[src/rtl/gate_fault_sup_pkg.sv]
package gate_fault_sup_pkg;

  typedef enum logic [1:0] {
    FC_NONE = 2'b00,
    FC_OV   = 2'b01,
    FC_UV   = 2'b10,
    FC_HOT  = 2'b11
  } faultCode_t;

  typedef struct packed {
    logic porQ;
    logic uvAll;
    logic ovLatch;
    logic hotQ;
    logic extEn;
  } supStrobes_t;

endpackage

[src/rtl/gate_fault_sup_ctrl.sv]
module gate_fault_sup_ctrl
  import gate_fault_sup_pkg::*;
#(
  parameter int NCH         = 2,
  parameter int NSUP        = 2,
  parameter int SYNC_STAGES = 2
) (
  input  logic            clk,
  input  logic            rst_n,
  input  logic            porOk,
  input  logic [NSUP-1:0] startOk,
  input  logic [NSUP-1:0] stopOk,
  input  logic            overTemp,
  input  logic [NCH-1:0]  swHigh,
  input  logic            enSense,
  output supStrobes_t     strobes
);

  logic [NSUP-1:0]        supOk;
  logic [SYNC_STAGES-1:0] enShift;
  logic                   ovLatch;
  logic                   porQ;
  logic                   hotQ;
  logic                   uvAll;

  // Per-supply hysteresis state from the start/stop flag pair
  for (genvar i = 0; i < NSUP; i++) begin : g_sup
    always_ff @(posedge clk or negedge rst_n) begin
      if (!rst_n)             supOk[i] <= 1'b0;
      else if (!porOk)        supOk[i] <= 1'b0;
      else if (startOk[i])    supOk[i] <= 1'b1;
      else if (!stopOk[i])    supOk[i] <= 1'b0;
    end
  end

  assign uvAll = &supOk;

  // Startup overvoltage latch: window is judged on pre-edge supply state
  always_ff @(posedge clk or negedge rst_n) begin
    if (!rst_n)        ovLatch <= 1'b0;
    else if (!porOk)   ovLatch <= 1'b0;
    else if (!uvAll && |swHigh) ovLatch <= 1'b1;
  end

  always_ff @(posedge clk or negedge rst_n) begin
    if (!rst_n) begin
      porQ    <= 1'b0;
      hotQ    <= 1'b0;
      enShift <= '0;
    end else begin
      porQ    <= porOk;
      hotQ    <= overTemp;
      enShift <= {enShift[SYNC_STAGES-2:0], enSense};
    end
  end

  assign strobes = '{porQ: porQ, uvAll: uvAll, ovLatch: ovLatch,
                     hotQ: hotQ, extEn: enShift[SYNC_STAGES-1]};


  ov_hold_chk: assert property (@(posedge clk) disable iff (!rst_n)
    $fell(ovLatch) |-> !$past(porOk));


  ov_window_chk: assert property (@(posedge clk) disable iff (!rst_n)
    $rose(ovLatch) |-> !$past(uvAll));

endmodule

[src/rtl/gate_fault_sup_dp.sv]
module gate_fault_sup_dp
  import gate_fault_sup_pkg::*;
#(
  parameter int NCH = 2
) (
  input  logic           clk,
  input  logic           rst_n,
  input  supStrobes_t    strobes,
  output logic [NCH-1:0] gateAllow,
  output logic [NCH-1:0] forceLow,
  output logic           enPullDown,
  output logic [1:0]     faultCode
);

  logic       ovF, hotF, uvF, anyFault, runOk;
  faultCode_t codeNext;

  always_comb begin
    ovF  = strobes.porQ & strobes.ovLatch;
    hotF = strobes.porQ & strobes.hotQ;
    uvF  = strobes.porQ & ~strobes.uvAll;
    anyFault = ovF | hotF | uvF;
    runOk = strobes.porQ & ~anyFault & strobes.extEn;
    if (ovF)       codeNext = FC_OV;
    else if (hotF) codeNext = FC_HOT;
    else if (uvF)  codeNext = FC_UV;
    else           codeNext = FC_NONE;
  end

  for (genvar c = 0; c < NCH; c++) begin : g_ch
    always_ff @(posedge clk or negedge rst_n) begin
      if (!rst_n) begin
        gateAllow[c] <= 1'b0;
        forceLow[c]  <= 1'b0;
      end else begin
        gateAllow[c] <= runOk;
        forceLow[c]  <= ovF;
      end
    end
  end

  always_ff @(posedge clk or negedge rst_n) begin
    if (!rst_n) begin
      enPullDown <= 1'b0;
      faultCode  <= FC_NONE;
    end else begin
      enPullDown <= anyFault;
      faultCode  <= codeNext;
    end
  end


  no_shoot_chk: assert property (@(posedge clk) disable iff (!rst_n)
    (gateAllow & forceLow) == '0);


  por_quiet_chk: assert property (@(posedge clk) disable iff (!rst_n)
    !$past(strobes.porQ) |-> (gateAllow == '0 && forceLow == '0 && !enPullDown));


  pull_blocks_chk: assert property (@(posedge clk) disable iff (!rst_n)
    enPullDown |-> gateAllow == '0);

endmodule

[src/rtl/gate_fault_sup.sv]
module gate_fault_sup
  import gate_fault_sup_pkg::*;
#(
  parameter int NCH         = 2,
  parameter int SYNC_STAGES = 2
) (
  input  logic           clk,
  input  logic           rst_n,
  input  logic           porOk,
  input  logic [1:0]     startOk,
  input  logic [1:0]     stopOk,
  input  logic           overTemp,
  input  logic [NCH-1:0] swHigh,
  input  logic           enSense,
  output logic [NCH-1:0] gateAllow,
  output logic [NCH-1:0] forceLow,
  output logic           enPullDown,
  output logic [1:0]     faultCode
);

  localparam int NSUP = 2;

  supStrobes_t strobes;

  gate_fault_sup_ctrl #(.NCH(NCH), .NSUP(NSUP), .SYNC_STAGES(SYNC_STAGES)) u_ctrl (
    .clk(clk), .rst_n(rst_n), .porOk(porOk), .startOk(startOk), .stopOk(stopOk),
    .overTemp(overTemp), .swHigh(swHigh), .enSense(enSense), .strobes(strobes)
  );

  gate_fault_sup_dp #(.NCH(NCH)) u_dp (
    .clk(clk), .rst_n(rst_n), .strobes(strobes), .gateAllow(gateAllow),
    .forceLow(forceLow), .enPullDown(enPullDown), .faultCode(faultCode)
  );

endmodule

[config.mk]
export PLATFORM = sky130hd
export DESIGN_NAME = gate_fault_sup
export DESIGN_NICKNAME = d
export VERILOG_FILES = /design/src/rtl/gate_fault_sup_pkg.sv /design/src/rtl/gate_fault_sup_ctrl.sv /design/src/rtl/gate_fault_sup_dp.sv /design/src/rtl/gate_fault_sup.sv
export SDC_FILE = /design/constraint.sdc
export NUM_CORES = 1
export LEC_CHECK = 0
export BUFFER_PORTS_ARGS = -buffer_cell sky130_fd_sc_hd__buf_2
export CELL_PAD_IN_SITES_DETAIL_PLACEMENT = 1
export CELL_PAD_IN_SITES_GLOBAL_PLACEMENT = 1
export CORE_AREA = 10 10 47 49
export DETAILED_ROUTE_END_ITERATION = 8
export DIE_AREA = 0 0 57 59
export GPL_TIMING_DRIVEN = 0
export PLACE_DENSITY_LB_ADDON = 0.2
export SETUP_SLACK_MARGIN = 0.5
export SLEW_MARGIN = 20
export SYNTH_ARGS = -nofsm -noshare
export SYNTH_HDL_FRONTEND = slang
export SYNTH_HIERARCHICAL = 1
export SYNTH_SLANG_ARGS = --single-unit
[constraint.sdc]
create_clock -name clk -period 2 [get_ports clk]
set_clock_uncertainty 0.1 [all_clocks]
set_input_delay 0.4 -clock clk [delete_from_list [all_inputs] [get_ports clk]]
set_output_delay 0.4 -clock clk [all_outputs]
set_load 0.05 [all_outputs]
==> metrics.cfg, run 1 <==
[yosys]
synth_seq_area_share_pct=67.04
postSynthRegisterBits=12
mappedNetlistArea_sq_um=447.9
synthesis.instances=33
synth_fp_nets=44
avgSynthCellArea_sq_um=13.57
post_synth_num_cell_types=12
synth.yosys.warnings=6

[global_routing]
groute.layer.met2.usage_pct=9.767
groute.layer.met1.usage_pct=4.839
grt_first_pass_wirelength_microns=1545
grt_max_degree=13
busiest_layer=met2
global_route.usage.met3_pct=5.365
grt_pass1_vias=385
overall_global_routing_usage_pct=5.838
antenna_found_initial=0
grt-ovfl-total=0

[cts]
cts_sinks=12
clkLatencyLatePin_ps=270
cts.path.max_buffers=2
clk_root_buffer_cell=sky130_fd_sc_hd__clkbuf_4
cts_tree=built
tritoncts.num_buffers=3
cts.reportedPaths.clkPinSlew_ps=80
postCtsSetupRepairBufs=0
htreeDepth=1

[sta]
postLayoutSetupSlackWorst_ps=546.9
slew_viol_final=0
totalNegativeSetupSlack_ps=0
finalSetupViolations=0
fmaxAchievable_mhz=688.2
final.period_utilization_pct=72.66
rsz0062_at_grt=no
period_minus_slack_ps=1453
timing.slew.headroom_pct=82.60
final-hold-violation-count=0
actual_transition_at_the_worst_max_transition_pin_ps=260.9

[worst_setup_path]
criticalPathCategory=reg2out
ff2ff_path_depth=4
path_common_cell=sky130_fd_sc_hd__buf_4
critical-path-slowest-cell=sky130_fd_sc_hd__dfrtp_1
worst_ep_arrival_time_ps=950
critical-path-top-delay-family=flip-flops
reg2reg_setup_slack_ps=760
worstReg2RegStart=u_ctrl/supOk[0]
timing.critical_path.buf_inv=2
crit_path_end_kind=output port
timing.critical_path.cells=buf_4 > buf_4
critical_path.reg2reg.endpoint=u_dp/gateAllow[1]
worstPathRequired_ps=1500
cp-start-kind=flop
worst-path-max-fanout=2
worst_path_largest_cell_delay_ps=380

[die]
die_x_microns=57
area_of_the_die_sq_um=3363
placeableCoreArea_sq_um=1401
start_util_pct=31.96
io_pins=18
num_rows=14
die_h_microns=59

[routing]
routed-via-count=298
route.detailed.drc=0
ant_nets=0
detail_route.iter0.violations=0
detail_route.wl_per_cell_microns=12.99
via_per_inst=4.197
drtPass1Iterations=1
wl_microns=922

[layout]
synthToLayoutAreaGrowth_pct=34.92
num_antenna_cells=0
layout.cells.most_common_list=15 x sky130_fd_sc_hd__buf_2, 12 x sky130_fd_sc_hd__dfrtp_1, 9 x sky130_fd_sc_hd__buf_4
mostFrequentLayoutCell=sky130_fd_sc_hd__buf_2
final.fill_count=160
final_layout_size_suffix_gt1_share_pct=52.73
finish.net_count=67

[place]
hpwl_microns=734.9
pre_cts_slack_ps=764.6
numPortBuffers=17
place.gp.congestion=0.6700

[run_status]
outcome=finished, final reports clean

[min_path]
min-delay-path-class=in2reg
min_from=overTemp
hold-path-endpoint=u_ctrl/hotQ
hold-path-cell-count=1

[power_and_ir_drop]
powerDensity_nw_per_um2=864.0
worst_ir_drop_vdd_mv=0.3381
cellLeakagePower_nw=0.3176

[flow_run]
max-cap-violations=0

==> cell usage after synthesis <==
cell,count,share of area [%]
sky130_fd_sc_hd__o21a_1,2,3.4
sky130_fd_sc_hd__dfrtp_1,12,67
sky130_fd_sc_hd__and4_1,1,2.0
sky130_fd_sc_hd__nor2b_1,2,2.8
sky130_fd_sc_hd__nor2b_2,1,2.0
sky130_fd_sc_hd__nor3b_1,1,1.7
sky130_fd_sc_hd__inv_1,1,0.84
sky130_fd_sc_hd__a2bb2oi_1,1,2.0
sky130_fd_sc_hd__and2_1,2,2.8
sky130_fd_sc_hd__a21oi_1,2,2.2
sky130_fd_sc_hd__buf_4,7,12
sky130_fd_sc_hd__a21boi_0,1,1.7
==> cell families (layout without fill, tap and decap cells) <==
kind of cell / Yosys count / in the layout / share of synthesized area [%]
compound gates: 6 / 6 / 9.218
flops: 12 / 12 / 67.04
buf+inv: 8 / 30 / 12.57
simple gates: 7 / 7 / 11.17
==> where the power goes <==
| group | internal, mW | switching, mW |
|---|---|---|
| clock | 0.110 | 0.0787 |
| sequential | 0.256 | 0.00543 |
| combinational | 0.0289 | 0.0430 |
==> worst max-delay path by stage <==
stage,start,end,slack (ps),depth (start not counted)
floorplan,u_dp/forceLow[1],forceLow[1],610,1
finish,u_dp/gateAllow[1],gateAllow[1],550,2
CTS,u_dp/gateAllow[1],gateAllow[1],510,2
global route,u_dp/gateAllow[1],gateAllow[1],500,2
global placement,u_ctrl/supOk[0],u_dp/gateAllow[1],800,4
detailed placement,u_ctrl/supOk[0],u_dp/gateAllow[1],760,4
==> through the flow <==
step / hold WS (ps) / std cells / total power [mW] / utilization (%) / instance area (sq um)
floorplan: 4.409 / 33 / 0.3103 / - / 447.9
global placement: 179.9 / 66 / 0.3332 / 39.46 / 553.0
detailed placement: 187.2 / 66 / 0.3363 / 39.46 / 553.0
CTS: 127.2 / 71 / 0.5299 / 42.77 / 599.3
global route: 119.2 / 71 / 0.5512 / 43.13 / 604.3
finish: 133.0 / 71 / 0.5221 / 43.13 / 604.3
==> worst reg2reg max path, stage by stage, from the launching register on <==
cell                      delay [ps]
sky130_fd_sc_hd__dfrtp_1         400
sky130_fd_sc_hd__and2_1          170
sky130_fd_sc_hd__buf_4           120
sky130_fd_sc_hd__nor2b_2         150
sky130_fd_sc_hd__and4_1          190
==> what timing repair did <==
action | 4_1_cts | 5_1_grt
hold endpoints to repair | 12 | 0
resized for setup | 0 | 4
hold buffers | 1 | 0
setup endpoints to repair | 0 | 2
==> state kept, by name (all words and copies together) (netlist names) <==
name	count
u_ctrl/enShift	2
u_ctrl/hotQ	1
u_ctrl/ovLatch	1
u_ctrl/porQ	1
u_ctrl/supOk	2
u_dp/enPullDown	1
u_dp/faultCode	2
u_dp/forceLow	1
u_dp/gateAllow	1
==> layout make-up <==
| class | instances | area [sq um] | share of cell area (%) |
|---|---|---|---|
| Buffer | 7 | 52.55 | 8.696 |
| Clock buffer | 4 | 36.28 | 6.004 |
| Multi-Input combinational cell | 13 | 91.34 | 15.11 |
| Timing Repair Buffer | 18 | 100.1 | 16.56 |
| Sequential cell | 12 | 300.3 | 49.69 |
| Inverter | 1 | 3.754 | 0.6211 |
| Tap cell | 16 | 20.02 | 3.313 |
==> metal layers <==
layer / wire (microns) / vias to the layer above
met4: 0 / 0
met1: 342 / 134
met3: 154 / 0
li1: - / 145
met2: 425 / 19
met5: 0 / -
Power figures use the tool's default switching activity.
==> run 2: changes to the inputs <==
--- a/config.mk
+++ b/config.mk
@@ -8,9 +8,9 @@
 export BUFFER_PORTS_ARGS = -buffer_cell sky130_fd_sc_hd__buf_2
 export CELL_PAD_IN_SITES_DETAIL_PLACEMENT = 1
 export CELL_PAD_IN_SITES_GLOBAL_PLACEMENT = 1
-export CORE_AREA = 10 10 47 49
+export CORE_MARGIN = 10
+export CORE_UTILIZATION = 30
 export DETAILED_ROUTE_END_ITERATION = 8
-export DIE_AREA = 0 0 57 59
 export GPL_TIMING_DRIVEN = 0
 export PLACE_DENSITY_LB_ADDON = 0.2
 export SETUP_SLACK_MARGIN = 0.5
==> constraint.sdc (replaced) <==
create_clock -name clk -period 1.27 [get_ports clk]
set_clock_uncertainty 0.1 [all_clocks]
set_input_delay 0.254 -clock clk [delete_from_list [all_inputs] [get_ports clk]]
set_output_delay 0.254 -clock clk [all_outputs]
set_load 0.05 [all_outputs]
==> run 2 against run 1 <==
The flow now finishes with violations (hold timing, setup timing). Core utilization rose by 11 points. Sequential share of layout area fell by 7.6 points. Non-clock buffer count rose by 2. Sequential cell count did not move. Worst hold slack got worse by 140 ps. Register-to-register slack got worse by 630 ps. Die area rose by 2.2%. Highest routed layer unchanged.
==> metrics.cfg, run 2 (same netlist as run 1, synthesis figures left out) <==
[layout]
synthToLayoutAreaGrowth_pct=62.57  ; was 34.92%
layout.cells.most_common_list=10 x sky130_fd_sc_hd__buf_2, 7 x sky130_fd_sc_hd__buf_6, 7 x sky130_fd_sc_hd__dfrtp_1  ; was 15 x sky130_fd_sc_hd__buf_2, 12 x sky130_fd_sc_hd__dfrtp_1, 9 x sky130_fd_sc_hd__buf_4
final_layout_size_suffix_gt1_share_pct=71.93  ; was 52.73%
mostFrequentLayoutCell=sky130_fd_sc_hd__buf_2  ; unchanged
finish.net_count=69  ; was 67
num_antenna_cells=0  ; unchanged
post-route-cell-area_sq_um=728.2  ; was 604.3 sq um
reg_top3=u_ctrl/enShift x2, u_ctrl/supOk x2, u_dp/faultCode x2  ; unchanged
fin_cells=72  ; was 71

[global_routing]
grt-ovfl-total=0  ; unchanged
grt_first_pass_wirelength_microns=1890  ; was 1545 microns
global_route.usage.met3_pct=3.648  ; was 5.365%
busiest_layer=met2  ; unchanged
antenna_found_initial=0  ; unchanged
groute.layer.met2.usage_pct=14.11  ; was 9.767%
overall_global_routing_usage_pct=7.375  ; was 5.838%
groute.layer.met1.usage_pct=5.911  ; was 4.839%
grt_max_degree=13  ; unchanged
grt_pass1_vias=397  ; was 385

[worst_setup_path]
cp-start-kind=flop  ; unchanged
worst_path_largest_cell_delay_ps=430  ; was 380 ps
worstReg2RegStart=u_ctrl/supOk[1]  ; was u_ctrl/supOk[0]
criticalPathCategory=reg2out  ; unchanged
worst-path-max-fanout=2  ; unchanged
worstPathRequired_ps=920  ; was 1500 ps
crit_path_end_kind=output port  ; unchanged
timing.critical_path.cells=buf_6 > buf_8  ; was buf_4 > buf_4
critical-path-slowest-cell=sky130_fd_sc_hd__dfrtp_2  ; was sky130_fd_sc_hd__dfrtp_1
ff2ff_path_depth=4  ; unchanged
critPathLaunch=u_dp/forceLow[1]  ; was u_dp/gateAllow[1]
critical_path.reg2reg.endpoint=u_dp/gateAllow[1]  ; unchanged
reg2reg_setup_slack_ps=130  ; was 760 ps
worst_ep_arrival_time_ps=950  ; about the same

[routing]
routed-via-count=321  ; was 298
drtPass1Iterations=2  ; was 1
route.detailed.drc=0  ; unchanged
detail_route.iter0.violations=1  ; was 0
detail_route.wl_per_cell_microns=16.44  ; was 12.99 microns
wl_microns=1184  ; was 922 microns
ant_nets=0  ; unchanged
via_per_inst=4.458  ; was 4.197

[place]
numPortBuffers=17  ; unchanged
placedCellCount=65  ; was 66
detailed_place.area_sq_um=574.3  ; was 553.0 sq um
place.gp.congestion=0.6595  ; was 0.6700

[sta]
holdWs_ps=-7.094  ; was 133.0 ps
actual_transition_at_the_worst_max_transition_pin_ps=257.0  ; was 260.9 ps
rsz0062_at_grt=yes  ; was no
slew_viol_final=0  ; unchanged
final-hold-violation-count=2  ; was 0
period_minus_slack_ps=1304
fmaxAchievable_mhz=767.2
finalSetupViolations=3  ; was 0
final.period_utilization_pct=102.6
timing.slew.headroom_pct=82.98  ; was 82.60%
postLayoutSetupSlackWorst_ps=-33.52  ; was 546.9 ps

[die]
start_util_pct=33.18  ; was 31.96%
die_h_microns=58.64  ; was 59 microns
placeableCoreArea_sq_um=1350  ; was 1401 sq um
num_rows=13  ; was 14
die_x_microns=58.64  ; was 57 microns
io_pins=18  ; unchanged
area_of_the_die_sq_um=3439  ; was 3363 sq um

[power_and_ir_drop]
powerDensity_nw_per_um2=1121  ; was 864.0 nW/um^2
seq_power_share_pct=51.2  ; was 50.0%
pwr-share-clk_pct=28.9  ; was 36.2%
power.internal_mw=0.6082  ; was 0.3950 mW
netSwitchingPower_mw=0.2079  ; was 0.1271 mW
swShare_pct=25.48  ; was 24.34%
power.combinational.fraction_pct=19.9  ; was 13.8%
worst_ir_drop_vdd_mv=0.6023  ; was 0.3381 mV
cellLeakagePower_nw=0.3459  ; was 0.3176 nW

[cts]
cts_sinks=12  ; unchanged
clkLatencyLatePin_ps=260  ; was 270 ps
tritoncts.num_buffers=3  ; unchanged
cts_tree=built  ; unchanged
hold_buffers=1  ; unchanged
htreeDepth=1  ; unchanged
clk_root_buffer_cell=sky130_fd_sc_hd__clkbuf_4  ; unchanged
cts.path.max_buffers=2  ; unchanged
cts.reportedPaths.clkPinSlew_ps=70  ; was 80 ps

[run_status]
failing_checks=hold timing, setup timing
outcome=finished with violations  ; was finished, final reports clean

[min_path]
min-delay-path-class=in2reg  ; unchanged
hold-path-cell-count=1  ; unchanged
min_from=enSense  ; was overTemp
hold-path-endpoint=u_ctrl/enShift[0]  ; was u_ctrl/hotQ

[flow_run]
max-cap-violations=0  ; unchanged

-- run 2: worst max path at each step --
stage | endpoint
after global routing | gateAllow[1]
after global placement | u_dp/faultCode[1]
final | forceLow[1]
after CTS | gateAllow[1]
after detailed placement | u_dp/faultCode[1]
after floorplan | u_dp/gateAllow[1]
-- run 2: cell type report --
cell class	count	area (sq um)
inverters	1	3.754
clock buffers	4	26.28
well taps	15	18.77
flip-flops and latches	12	306.5
multi-input cells	13	121.4
fillers	140	621.8
repair buffers	20	176.4
plain buffers	7	75.07
-- run 2: power by group through the flow --
| stage | logic [mW] | clock network, mW | registers, mW |
|---|---|---|---|
| after detailed placement | 0.115 | 0 | 0.421 |
| after CTS | 0.159 | 0.251 | 0.417 |
| after global routing | 0.173 | 0.270 | 0.420 |
| after floorplan | 0.0441 | 0 | 0.450 |
| after global placement | 0.111 | 0 | 0.419 |
| final | 0.163 | 0.236 | 0.418 |
-- run 2: routing by layer --
| metal | vias up | part of all wire, % |
|---|---|---|
| met3 | 0 | 7.0 |
| met2 | 9 | 58 |
| met1 | 162 | 35 |
| li1 | 150 | - |
| met4 | 0 | 0 |
| met5 | - | 0 |
-- run 2: timing repair --
action	CTS	global route
gates cloned	0	0
endpoints found under the setup margin	15	20
endpoints found under the hold margin	14	2
setup buffers	2	0
resized for setup	27	3
pin swaps	3	0
-- run 2: worst max-delay path, delay by kind of cell, from the launching register on --
kind                   cells  cell delay, ps
DFF                        1             430
buffers and inverters      2             260
-- run 2: stage by stage --
stage / hold WS [ps] / TNS, ps / power, mW / worst slack [ps] / utilization, %
6_report: -7.094 / -61.90 / 0.8161 / -33.52 / 53.94
5_1_grt: -25.63 / -162.8 / 0.8619 / -60.69 / 53.94
4_1_cts: -19.63 / -105.2 / 0.8271 / -44.25 / 53.20
3_5_place_dp: 40.85 / 0 / 0.5360 / 110.2 / 42.54
3_3_place_gp: 32.76 / 0 / 0.5300 / 144.7 / 42.54
2_1_floorplan: -141.6 / 0 / 0.4937 / 181.1 / -
==> run 3: changes to the inputs <==
--- a/config.mk
+++ b/config.mk
@@ -10,12 +10,14 @@
 export CELL_PAD_IN_SITES_GLOBAL_PLACEMENT = 1
 export CORE_MARGIN = 10
 export CORE_UTILIZATION = 30
+export CTS_CLUSTER_SIZE = 30
 export DETAILED_ROUTE_END_ITERATION = 8
 export GPL_TIMING_DRIVEN = 0
 export PLACE_DENSITY_LB_ADDON = 0.2
-export SETUP_SLACK_MARGIN = 0.5
+export SETUP_SLACK_MARGIN = 0.15
 export SLEW_MARGIN = 20
 export SYNTH_ARGS = -nofsm -noshare
 export SYNTH_HDL_FRONTEND = slang
 export SYNTH_HIERARCHICAL = 1
 export SYNTH_SLANG_ARGS = --single-unit
+export TNS_END_PERCENT = 100
==> run 3 against run 2 <==
Die area unchanged. Via count is 3.4% higher. Worst hold slack gained 46 ps. The flow finishes with violations (setup timing). Critical endpoint is now gateAllow[1].
==> metrics.cfg, run 3 (same netlist as run 1, synthesis figures left out) <==
[global_routing]
grt_first_pass_wirelength_microns=1904  ; was 1890 microns
grt_pass1_vias=431  ; was 397
grt_max_degree=13  ; unchanged
overall_global_routing_usage_pct=7.245  ; was 7.375%
grt-ovfl-total=0  ; unchanged
antenna_found_initial=0  ; unchanged

[die]
io_pins=18  ; unchanged
die_h_microns=58.64  ; unchanged
num_rows=13  ; unchanged
placeableCoreArea_sq_um=1350  ; unchanged
area_of_the_die_sq_um=3439  ; unchanged
start_util_pct=33.18  ; unchanged
die_x_microns=58.64  ; unchanged

[sta]
period_minus_slack_ps=1304  ; about the same
fmaxAchievable_mhz=766.8  ; was 767.2 MHz
final-hold-violation-count=0  ; was 2
timing.slew.headroom_pct=82.34  ; was 82.98%
finalSetupViolations=2  ; was 3
final.period_utilization_pct=102.7  ; was 102.6%
postLayoutSetupSlackWorst_ps=-34.20  ; was -33.52 ps
actual_transition_at_the_worst_max_transition_pin_ps=264.9  ; was 257.0 ps
slew_viol_final=0  ; unchanged
rsz0062_at_grt=yes  ; unchanged

[worst_setup_path]
crit_path_end_kind=output port  ; unchanged
timing.critical_path.cells=buf_6 > buf_8  ; unchanged
critical-path-slowest-cell=sky130_fd_sc_hd__dfrtp_2  ; unchanged
worst-path-max-fanout=2  ; unchanged
worstPathRequired_ps=920  ; about the same
criticalPathCategory=reg2out  ; unchanged
cp-start-kind=flop  ; unchanged
critical-path-top-delay-family=flip-flops  ; unchanged
worst_path_largest_cell_delay_ps=420  ; was 430 ps
timing.critical_path.buf_inv=2  ; unchanged
worst_ep_arrival_time_ps=950  ; about the same

[layout]
layout.cells.most_common_list=10 x sky130_fd_sc_hd__buf_2, 10 x sky130_fd_sc_hd__dfrtp_1, 8 x sky130_fd_sc_hd__buf_4  ; was 10 x sky130_fd_sc_hd__buf_2, 7 x sky130_fd_sc_hd__buf_6, 7 x sky130_fd_sc_hd__dfrtp_1
final_layout_size_suffix_gt1_share_pct=57.63  ; was 71.93%
finalCoreUtilization_pct=51.34  ; was 53.94%
finish.net_count=71  ; was 69
final.fill_count=150  ; was 140
reg_top3=u_ctrl/enShift x2, u_ctrl/supOk x2, u_dp/faultCode x2  ; unchanged
synthToLayoutAreaGrowth_pct=54.75  ; was 62.57%
num_antenna_cells=0  ; unchanged

[power_and_ir_drop]
pwr-share-clk_pct=30.4  ; was 28.9%
worst_ir_drop_vdd_mv=0.6131  ; was 0.6023 mV
cellLeakagePower_nw=0.3441  ; was 0.3459 nW
powerDensity_nw_per_um2=1157  ; was 1121 nW/um^2
power.combinational.fraction_pct=18.1  ; was 19.9%
power.internal_mw=0.5954  ; was 0.6082 mW
netSwitchingPower_mw=0.2065  ; was 0.2079 mW
swShare_pct=25.75  ; was 25.48%
seq_power_share_pct=51.5  ; was 51.2%

[place]
pre_cts_slack_ps=111.2  ; was 110.2 ps
numPortBuffers=17  ; unchanged
place.gp.congestion=0.6692  ; was 0.6595

[routing]
ant_nets=0  ; unchanged
drtPass1Iterations=1  ; was 2
wl_microns=1107  ; was 1184 microns
via_per_inst=4.486  ; was 4.458
route.detailed.drc=0  ; unchanged
detail_route.iter0.violations=0  ; was 1
routed-via-count=332  ; was 321
detail_route.wl_per_cell_microns=14.96  ; was 16.44 microns

[min_path]
min-delay-path-class=in2reg  ; unchanged

[cts]
cts_tree=built  ; unchanged
cts.path.max_buffers=2  ; unchanged
clk_root_buffer_cell=sky130_fd_sc_hd__clkbuf_4  ; unchanged
cts.reportedPaths.clkPinSlew_ps=80  ; was 70 ps
clkLatencyLatePin_ps=270  ; was 260 ps
cts_sinks=12  ; unchanged
tritoncts.num_buffers=3  ; unchanged
htreeDepth=1  ; unchanged

[run_status]
outcome=finished with violations  ; unchanged
failing_checks=setup timing  ; was hold timing, setup timing

[flow_run]
max-cap-violations=0  ; unchanged

run 3: changes by cell type in the layout (fill, tap and decap cells not counted), sizes merged:
cell / before / now
buf: 25 / 26
clkbuf: 5 / 4
dlygate4sd3: 1 / 3
run 3: final timing paths:
check	end	depth (start not counted)	slack, ps	startpoint
max	gateAllow[1]	2	-30	u_dp/gateAllow[1]
min	u_ctrl/porQ	1	40	porOk
max reg2reg	u_dp/gateAllow[1]	4	160	u_ctrl/supOk[0]
min reg2reg	u_ctrl/enShift[1]	0	250	u_ctrl/enShift[0]
max in group asynchronous	u_dp/faultCode[0]	2	560	rst_n
min in group asynchronous	u_dp/enPullDown	2	280	rst_n
run 3: layer usage:
layer / track usage (%) / share of wire [%] / up-vias
met2: 14.57 / 59 / 15
met1: 5.172 / 31 / 165
li1: - / - / 152
met3: 5.579 / 10 / 0
met4: 0.9836 / 0 / 0
met5: 0 / 0 / -
run 3: power by group through the flow:
stage | clock network, mW | registers, mW | logic [mW]
2_1_floorplan | 0 | 0.448 | 0.0428
3_3_place_gp | 0 | 0.418 | 0.110
3_5_place_dp | 0 | 0.419 | 0.114
4_1_cts | 0.251 | 0.413 | 0.146
5_1_grt | 0.275 | 0.415 | 0.156
6_report | 0.244 | 0.413 | 0.145
run 3: what timing repair did:
| action | in CTS | in global routing |
|---|---|---|
| hold buffers | 3 | 0 |
| pin swaps | 3 | 1 |
| gates resized for setup | 19 | 2 |
| hold endpoints to repair | 14 | 0 |
| setup endpoints to repair | 10 | 9 |
| setup buffers | 2 | 0 |
run 3: cell type report:
class / count / area (sq um) / share of cell area, %
sequential: 12 / 302.8 / 43.68
timing repair buffer: 22 / 173.9 / 25.09
multi-input combinational: 13 / 103.9 / 14.98
buffer: 7 / 63.81 / 9.206
clock buffer: 4 / 26.28 / 3.791
tap: 15 / 18.77 / 2.708
inverter: 1 / 3.754 / 0.5415
run 3: through the flow:
stage	TNS [ps]	power, mW	area [sq um]	instances	hold WS (ps)
floorplan	0	0.4905	455.4	33	-141.6
global placement	0	0.5274	559.3	65	33.75
detailed placement	0	0.5331	559.3	65	47.57
CTS	-63.13	0.8097	690.7	74	28.08
global route	-128.5	0.8454	693.2	74	23.91
finish	-66.18	0.8019	693.2	74	39.03
